File: src/rtl/i2c_adrbuf_pkg.sv
package i2c_adrbuf_pkg;
   localparam int MODE_W = 3;
   localparam logic [MODE_W-1:0] MODE_M7  = 3'b100;
   localparam logic [MODE_W-1:0] MODE_M10 = 3'b101;
   localparam logic [MODE_W-1:0] MODE_MM7 = 3'b111;

   localparam int SEL_ADB0 = 0;
   localparam int SEL_ADB1 = 1;
   localparam int SEL_TXB  = 2;

   typedef enum logic {
      SQ_IDLE     = 1'b0,
      SQ_WAIT_ACK = 1'b1
   } sq_state_t;

   function automatic logic is_master(input logic [MODE_W-1:0] m);
      return (m == MODE_M7) || (m == MODE_M10) || (m == MODE_MM7);
   endfunction
endpackage

File: src/rtl/i2c_adrbuf_regs.sv
module i2c_adrbuf_regs #(
   parameter int DATA_W  = 8,
   parameter int NUM_REG = 3,
   parameter int SEL_W   = 2,
   parameter int CAP_IDX = 0
) (
   input  logic                            clk,
   input  logic                            rst_n,
   input  logic                            wr_en,
   input  logic [SEL_W-1:0]                wr_sel,
   input  logic [DATA_W-1:0]               wr_data,
   input  logic                            cap_en,
   input  logic [DATA_W-1:0]               cap_data,
   output logic [NUM_REG-1:0][DATA_W-1:0]  q
);
   generate
      if ((2 ** SEL_W) < NUM_REG) begin : g_bad_sel
         $error("SEL_W too narrow for NUM_REG");
      end
      if (CAP_IDX >= NUM_REG) begin : g_bad_cap
         $error("CAP_IDX out of range");
      end
   endgenerate

   logic [DATA_W-1:0] r [NUM_REG];

   generate
      for (genvar g = 0; g < NUM_REG; g++) begin : g_reg
         logic hit;
         assign hit  = wr_en && (wr_sel == SEL_W'(g));
         assign q[g] = r[g];
         if (g == CAP_IDX) begin : g_cap
            always_ff @(posedge clk) begin
               if (!rst_n)      r[g] <= '0;
               else if (cap_en) r[g] <= cap_data;
               else if (hit)    r[g] <= wr_data;
            end
         end else begin : g_plain
            always_ff @(posedge clk) begin
               if (!rst_n)   r[g] <= '0;
               else if (hit) r[g] <= wr_data;
            end
         end
      end
   endgenerate
endmodule

File: src/rtl/i2c_adrbuf_pick.sv
module i2c_adrbuf_pick
   import i2c_adrbuf_pkg::*;
#(
   parameter int DATA_W = 8
) (
   input  logic [MODE_W-1:0] mode,
   input  logic              buf_dis,
   input  logic [DATA_W-1:0] adb1,
   input  logic [DATA_W-1:0] txb,
   output logic              master,
   output logic              two_byte,
   output logic [DATA_W-1:0] first_byte
);
   always_comb begin
      master     = is_master(mode);
      two_byte   = master && (mode == MODE_M10) && !buf_dis;
      first_byte = buf_dis ? txb : adb1;
   end
endmodule

File: src/rtl/i2c_adrbuf_seq.sv
module i2c_adrbuf_seq
   import i2c_adrbuf_pkg::*;
#(
   parameter int DATA_W = 8
) (
   input  logic              clk,
   input  logic              rst_n,
   input  logic              start_req,
   input  logic              master,
   input  logic              two_byte,
   input  logic [DATA_W-1:0] first_byte,
   input  logic [DATA_W-1:0] second_byte,
   input  logic              ack_valid,
   input  logic              ack_nack,
   output logic              load_stb,
   output logic [DATA_W-1:0] load_data,
   output logic              nack_pulse,
   output logic              busy
);
   sq_state_t state;

   always_ff @(posedge clk) begin
      if (!rst_n) begin
         state      <= SQ_IDLE;
         load_stb   <= 1'b0;
         load_data  <= '0;
         nack_pulse <= 1'b0;
      end else begin
         load_stb   <= 1'b0;
         nack_pulse <= 1'b0;
         unique case (state)
            SQ_IDLE: begin
               if (start_req && master) begin
                  load_stb  <= 1'b1;
                  load_data <= first_byte;
                  if (two_byte) state <= SQ_WAIT_ACK;
               end
            end
            SQ_WAIT_ACK: begin
               if (ack_valid) begin
                  state <= SQ_IDLE;
                  if (!ack_nack) begin
                     load_stb  <= 1'b1;
                     load_data <= second_byte;
                  end else begin
                     nack_pulse <= 1'b1;
                  end
               end
            end
            default: state <= SQ_IDLE;
         endcase
      end
   end

   assign busy = (state == SQ_WAIT_ACK);
endmodule

File: src/rtl/i2c_adrbuf_ctrl.sv
module i2c_adrbuf_ctrl
   import i2c_adrbuf_pkg::*;
#(
   parameter int DATA_W = 8
) (
   input  logic              clk,
   input  logic              rst_n,
   input  logic [2:0]        mode,
   input  logic              buf_dis,
   input  logic              wr_en,
   input  logic [1:0]        wr_sel,
   input  logic [DATA_W-1:0] wr_data,
   input  logic              start_req,
   input  logic              ack_valid,
   input  logic              ack_nack,
   input  logic              match_valid,
   input  logic [DATA_W-1:0] match_addr,
   output logic              load_stb,
   output logic [DATA_W-1:0] load_data,
   output logic              nack_pulse,
   output logic              busy,
   output logic [DATA_W-1:0] adb0_q,
   output logic [DATA_W-1:0] adb1_q,
   output logic [DATA_W-1:0] txb_q
);
   localparam int NUM_REG = 3;
   localparam int SEL_W   = 2;

   generate
      if (DATA_W < 8) begin : g_bad_width
         $error("DATA_W must hold an address byte");
      end
   endgenerate

   logic [NUM_REG-1:0][DATA_W-1:0] regs_q;
   logic cap_en, master, two_byte;
   logic [DATA_W-1:0] first_byte;

   assign cap_en = match_valid && (mode == MODE_MM7);

   i2c_adrbuf_regs #(
      .DATA_W(DATA_W), .NUM_REG(NUM_REG), .SEL_W(SEL_W), .CAP_IDX(SEL_ADB0)
   ) u_regs (
      .clk(clk), .rst_n(rst_n), .wr_en(wr_en), .wr_sel(wr_sel),
      .wr_data(wr_data), .cap_en(cap_en), .cap_data(match_addr), .q(regs_q)
   );

   i2c_adrbuf_pick #(.DATA_W(DATA_W)) u_pick (
      .mode(mode), .buf_dis(buf_dis), .adb1(regs_q[SEL_ADB1]),
      .txb(regs_q[SEL_TXB]), .master(master), .two_byte(two_byte),
      .first_byte(first_byte)
   );

   i2c_adrbuf_seq #(.DATA_W(DATA_W)) u_seq (
      .clk(clk), .rst_n(rst_n), .start_req(start_req), .master(master),
      .two_byte(two_byte), .first_byte(first_byte),
      .second_byte(regs_q[SEL_ADB0]), .ack_valid(ack_valid),
      .ack_nack(ack_nack), .load_stb(load_stb), .load_data(load_data),
      .nack_pulse(nack_pulse), .busy(busy)
   );

   assign adb0_q = regs_q[SEL_ADB0];
   assign adb1_q = regs_q[SEL_ADB1];
   assign txb_q  = regs_q[SEL_TXB];
endmodule

File: config.mk
export PLATFORM = sky130hd
export DESIGN_NAME = i2c_adrbuf_ctrl
export DESIGN_NICKNAME = d
export VERILOG_FILES = /design/src/rtl/i2c_adrbuf_pkg.sv /design/src/rtl/i2c_adrbuf_regs.sv /design/src/rtl/i2c_adrbuf_pick.sv /design/src/rtl/i2c_adrbuf_seq.sv /design/src/rtl/i2c_adrbuf_ctrl.sv
export SDC_FILE = /design/constraint.sdc
export NUM_CORES = 1
export LEC_CHECK = 0
export ABC_AREA = 1
export BUFFER_PORTS_ARGS = -buffer_cell sky130_fd_sc_hd__buf_4
export CORE_MARGIN = 2
export CORE_UTILIZATION = 48
export CTS_CLUSTER_SIZE = 24
export DETAILED_ROUTE_END_ITERATION = 16
export GPL_TIMING_DRIVEN = 1
export HOLD_SLACK_MARGIN = 0.02
export PLACE_DENSITY = 0.83
export SYNTH_ARGS = -nofsm -noshare
export SYNTH_HDL_FRONTEND = slang
export SYNTH_SLANG_ARGS = --single-unit
File: constraint.sdc
create_clock -name clk -period 1.5 [get_ports clk]
set_input_delay 0.225 -clock clk [delete_from_list [all_inputs] [get_ports clk]]
set_output_delay 0.225 -clock clk [all_outputs]
set_load 0.01 [all_outputs]
== Word-level counts from Yosys, hierarchy flattened ==
Memories as Yosys holds them, arrays and structs flattened.
Index checks and enable logic that the tools add are counted.
Operators by class
  bitwise logic cells: 5
  eq/ne operators: 8
  reductions and logical operators: 13
  multiplexer cells: 32
Operators with widths (number)
  2-to-1 mux 8 bit: 8
  2-to-1 mux 1 bit: 21
  one-hot mux 8 bit (2 select lines): 1
  equality test 3 bit (second input constant): 3
  logical AND 1 bit: 7
  AND reduction 3 bit: 2
  != test 2 bit (second input constant): 2
  OR 1 bit: 4
  one-hot mux 1 bit (2 select lines): 2
  equality test 2 x 1 -> 1 bit (second input constant): 1
  equality test 2 bit (second input constant): 1
  zero test 2 bit: 1
  logical OR 1 bit: 2
  != test 2 x 1 -> 1 bit (second input constant): 1
  zero test 1 bit: 1
  inverter 1 bit: 1
Storage, ports and cells
  memory bits (writable): 24
  input bits: 29
  output and inout bits: 35
  word-level logic and storage cells: 63
  bits in registers: 11
  memories: 1
Memory list
  u_regs.r: words 3, width 8, rd ports 3, clocked after memory_dff 0, wr ports 3, line i2c_adrbuf_regs.sv:25  | logic [DATA_W-1:0] r [NUM_REG];

== Depth between registers and ports, before layout ==
Gate-level depths: netlist (run 1).
  depth in word-level cells: 8
  mapped depth: 9
  mapped depth without buffers: 8

== By module ==
Synthesis (run 1) repeated with hierarchy kept, for this count alone.
Second synthesis, totals
  cells, all modules: 213
  area total of the unflattened synthesis: 1741.7 µm²
Modules (own cells, without submodules)
  i2c_adrbuf_regs: sequential area each 720.7 µm², cells each 88, area each 999.7 µm², times used 1
  i2c_adrbuf_seq: sequential area each 220.2 µm², cells each 90, area each 598.1 µm², times used 1
  i2c_adrbuf_pick: sequential area each 0.0 µm², cells each 32, area each 132.6 µm², times used 1
  i2c_adrbuf_ctrl: sequential area each 0.0 µm², cells each 3, area each 11.3 µm², times used 1

== Worst setup path after synthesis (run 1) ==
OpenSTA, ideal clock, no wires.
  path kind: input to register
  start point: input wr_sel[1]
  end point: memory u_regs.r[1][0] (enable)
  setup slack: 161 ps
  required time: 1116 ps
  buffers on the path: 0
  library setup time: 384 ps
  data arrival time: 955 ps
  cell stages on the path: 3
  cell sequence: inv_1 -> nand2_1 -> o21ai_0
RTL lines
  start: declaration: line i2c_adrbuf_ctrl.sv:11  | input logic [1:0] wr_sel,
  end: declaration: line i2c_adrbuf_regs.sv:25

== Worst setup path after layout (run 1) ==
  start point: register u_seq.state, in the netlist u_seq.busy
  end point: register u_seq.load_data[2]
Between the ends
  word-level cells in the longest chain between the ends: 3
  elaborated cells between the ends (all ways): 6
  those cells by class: eq/ne: 3; mux: 1; bitwise: 1; reduce/logical: 1
RTL lines
  start: declaration: line i2c_adrbuf_seq.sv:20  | sq_state_t state;
  start signal: assignment: line i2c_adrbuf_seq.sv:24  | state <= SQ_IDLE;
  start signal: assignment: line i2c_adrbuf_seq.sv:36  | if (two_byte) state <= SQ_WAIT_ACK;
  start signal: assignment: line i2c_adrbuf_seq.sv:41  | state <= SQ_IDLE;
  inverter 1 bit: line i2c_adrbuf_seq.sv:31  | unique case (state)
  != test 2 x 1 -> 1 bit (no line)
  AND reduction 3 bit (no line)
  end signal: assignment: line i2c_adrbuf_seq.sv:35  | load_data <= first_byte;
  end signal: assignment: line i2c_adrbuf_seq.sv:44  | load_data <= second_byte;
  end: declaration: line i2c_adrbuf_seq.sv:16  | output logic [DATA_W-1:0] load_data,
Several ways; a longest one is shown, not always the timed one.
A chain may end at the register's enable or synchronous reset.

==> out/results.tsv, run 1 <==
metric	value	unit
outcome	finished clean	
cts_made_buffers	5	
fin_util	66.7	%
synth_area	0.00163	mm2
relSlewSlack	75.5	%
skew	0.00920	ns
drive_above_1_share	34.4	%
core-area	0.00328	mm2
dp.cells	294	
finalMaxSlewViolations	0	
num_rows	21	
fmax	843	MHz
yosys_warnings	0	
ir_drop	0.649	mV
dr_total_vias	1434	
grt_pass1_vias	1369	
grt_max_degree	18	
numPortBuffers	63	
die_y	62.3	um
io_pins	64	
crit_type	flop to flop	
drt-pass1-iter-count	4	
globalplace.congestion	0.803	
clk_pin_slew_worst_paths	0.10	ns
seq_area_frac_synth	57.8	%
overflow	0	
tns	0	ns
worst_pin_slew	0.366	ns
ys_types	21	
syn_inst	187	
clock_latency	0.34	ns
cts_resized	0	
rsz0062_at_grt	false	
final_cells	302	
fp.dieArea	0.00388	mm2
cts_tree	done	
synth-seq-cells	35	
die_w	62.3	um
n_antenna_cell	0	
drv_cap	0	
p_total	2.03	mW
syn_area_per_cell	8.71	um2
powerDensity	927	mW/mm2
grt_pass1_wl	5980	um
drc	0	
ant_nets	0	
p_leak	1.04	nW
wl	3680	um
start_kind	flop	
holdWs	0.134	ns
critPathArrivalTime	1.43	ns
finalCritPeriodShare	79.0	%
setup_violations	0	
dp_hpwl	2950	um
start_util	49.6	%
drtIter0Drc	94	
antenna_found_initial	0	
htree_levels	2	
area_growth	34.5	%
worst_ep_required_time	1.75	ns
endpoint_kind	flop	
vias_per_cell	4.75	
post_cts_buffers	0	
hp-class	input port to flop	
final_hold_viol_count	0	
grtUsageTotal	20.3	%
syn_nets	216	
clock_sinks	35	
fin_crit	1.19	ns
worstPathMaxFanout	17	
design.final.nets	284	
cts_hold_buf	0	
clockBufferDepth	2	
root_buffer	clkbuf_4	
wl_per_cell	12.2	um
synth_stat cells, drive strengths merged:
cell type | count | area, um2
nand2 | 61 | 251
nor2 | 37 | 139
edfxtp | 24 | 721
inv | 16 | 60.1
dfxtp | 11 | 220
nand3 | 11 | 55.1
o21ai | 9 | 45.0
or2 | 8 | 50.1
buf | 4 | 43.8
a21oi | 2 | 10.0
nand4 | 2 | 12.5
nor3 | 2 | 21.3
cells in the final DEF, fill, tap and decap left out:
cell and n:
a21oi_1 2, buf_4 65, clkbuf_1 1, clkbuf_4 5
clkbuf_8 1, clkinv_2 1, dfxtp_1 11, edfxtp_1 24
inv_1 13, inv_2 3, nand2_1 56, nand2_2 3
nand2_4 2, nand3_1 11, nand4_1 2, nor2_1 37
nor3_1 1, nor3_4 1, o21ai_0 1, o21ai_1 8
or2_0 1, or2_2 7
layer usage:
layer | GRT usage (%) | routed length (um)
met2 | 34.9 | 1870
met4 | 11.1 | 163
met5 | 0 | 0
met3 | 7.07 | 203
met1 | 21.8 | 1440
cells by family (layout without fill, tap and decap cells):
logic type	count (synthesis)	count (layout)	share of synthesized area, %
buffers and inverters	20	89	6.37
DFF	35	35	57.8
AOI/OAI and AO/OA	11	11	3.38
and+or+nand+nor	121	121	32.5
report_power, final:
group          leakage, nW  switching [mW]  internal [mW]
Clock               0.0353           0.300          0.227
Combinational        0.682           0.186          0.176
Sequential           0.326          0.0392           1.10
Total                 1.04           0.525           1.51
worst max-delay path: stages (launching register included):
cell and delay (ns):
dfxtp_1 0.42, inv_2 0.15, or2_2 0.30, nand2_1 0.07
nand2_1 0.05, nand2_1 0.06, nor2_1 0.04
state kept, by name (all words and copies together), names as in the netlist:
register,cells
u_regs.r,24
u_seq.load_data,8
u_seq.busy,1
u_seq.load_stb,1
u_seq.nack_pulse,1
stage by stage:
stage	area [um2]	setup WS [ns]
after floorplan	1630	0.161
after global placement	2130	0.224
after detailed placement	2130	0.176
after CTS	2190	0.316
after global routing	2190	0.225
final	2190	0.314
cell type report:
| type | instances | area, um2 |
|---|---|---|
| multi-input combinational | 132 | 584 |
| tap | 46 | 57.6 |
| inverter | 16 | 60.1 |
| clock inverter | 1 | 5.00 |
| timing repair buffer | 65 | 488 |
| clock buffer | 7 | 55.1 |
| sequential | 35 | 941 |
| fill | 279 | 1090 |
path summary, 6_finish.rpt:
| path | slack, ns | to | cells after the start | startpoint |
|---|---|---|---|---|
| setup / recovery | 0.31 | u_seq.load_data[2] | 6 | u_seq.busy |
| hold / removal | 0.13 | u_seq.nack_pulse | 3 | ack_nack |
| setup reg to reg | 0.31 | u_seq.load_data[2] | 6 | u_seq.busy |
| hold reg to reg | 0.49 | u_seq.load_data[1] | 2 | u_seq.load_data[1] |
Note: power is estimated with default switching activity, not from simulation.
==> run 2: changes to the inputs <==
clock period = 1.15 ns   (was 1.5 ns; I/O delays follow)
==> run 2 against run 1 <==
  * Cell count up 1.7%
  * Cell area up 2.3%
  * Count of clock-buffer cells in the layout unchanged
  * Sequential share of layout area down 0.79 points
  * Utilization up 1.5 points
  * First-iteration DRC count down 12%
  * Sequential power up 31%
  * Non-clock buffer count up 5
  * Wire length down 3.9%
==> out/results.tsv, run 2 (synthesis results as in run 1) <==
metric	value	unit
outcome	finished clean	
dp_hpwl	2840	um
grtUsageTotal	18.8	%
relSlewSlack	76.8	%
core-area	0.00328	mm2
num_rows	21	
clock_latency	0.33	ns
worst_slack	0.0471	ns
start_kind	flop	
dp_slack	0.0223	ns
powerDensity	1160	mW/mm2
wl_per_cell	11.5	um
worst_pin_slew	0.346	ns
nFillCells	279	
area_growth	37.6	%
final_hold_viol_count	0	
htree_levels	2	
largest_reg_flops	24	
dp.cells	299	
worstPathMaxFanout	2	
rsz0062_at_grt	false	
critPathTopFamily	flip-flops	
drv_cap	0	
crit_type	flop to output port	
p_leak	1.07	nW
drc	0	
holdWs	0.0906	ns
vias_per_cell	4.68	
critPathArrivalTime	0.93	ns
cts_made_buffers	5	
root_buffer	clkbuf_4	
tns	0	ns
antenna_found_initial	0	
grt_pass1_vias	1269	
design.final.nets	289	
grt_pass1_wl	5680	um
ir_drop	0.662	mV
p_total	2.60	mW
fmax	907	MHz
wl	3530	um
globalplace.congestion	0.852	
grt_max_degree	17	
slowest_delay	0.43	ns
finalMaxSlewViolations	0	
final_cell_mix	buf_4, nand2_1, nor2_1	
setup_violations	0	
stdcell_area	0.00224	mm2
hp-class	input port to flop	
die_y	62.3	um
final_common_cell	buf_4	
final_cells	307	
top_register	u_regs.r	
fp.dieArea	0.00388	mm2
clock_sinks	35	
reg_top3	u_regs.r x24, u_seq.load_data x8	
endpoint_kind	output port	
fin_crit	1.10	ns
slowest_stage	edfxtp_1	
die_w	62.3	um
drt-pass1-iter-count	4	
numPortBuffers	63	
io_pins	64	
n_antenna_cell	0	
crit_buf_inv	1	
fin_util	68.2	%
finalCritPeriodShare	95.9	%
overflow	0	
skew	0.00677	ns
drive_above_1_share	35.6	%
start_util	49.6	%
ant_nets	0	
clockBufferDepth	2	
drtIter0Drc	83	
worst_ep_required_time	0.98	ns
cp_cell_sequence	buf_4	
cts_tree	done	
dr_total_vias	1438	
clk_pin_slew_worst_paths	0.10	ns
placed_area	0.00218	mm2
reg2reg_slack	0.09	ns
-- run 2: per-layer routing --
layer,track usage (%),vias to the layer above,part of all wire [%]
li1,-,746,-
met1,21.5,642,41
met2,32.2,42,52
met3,5.43,8,4.8
met4,9.17,0,2.3
met5,0,-,0
-- run 2: final cells by class --
type,count,area [um2],share of cell area (%)
multi-input cells,132,584,26.1
clock inverters,1,5.00,0.223
inverters,16,62.6,2.79
clock buffers,7,45.0,2.01
flip-flops and latches,35,945,42.2
repair buffers,70,542,24.2
well taps,46,57.6,2.57
-- run 2: worst paths after layout --
path	startpoint	end	cells after the start
hold / removal	ack_nack	u_seq.nack_pulse	3
hold reg to reg	u_seq.load_data[7]	u_seq.load_data[7]	2
setup / recovery	u_regs.r[1][0]	adb1_q[0]	1
setup reg to reg	u_seq.busy	u_seq.load_data[6]	6
-- run 2: worst register-to-register path, delay by kind of cell (launching register included) --
kind | cells | cell delay [ns]
and+or+nand+nor | 6 | 0.56
DFF | 1 | 0.38
-- run 2: power by group --
| part | total, mW | switching (mW) | internal, mW |
|---|---|---|---|
| clock network | 0.625 | 0.386 | 0.238 |
| logic | 0.491 | 0.243 | 0.247 |
| registers | 1.49 | 0.0501 | 1.44 |
-- run 2: what timing repair did --
item,4_1_cts,5_1_grt
setup buffers,0,0
resized for setup,0,4
hold buffers,0,0
endpoints found under the setup margin,0,8
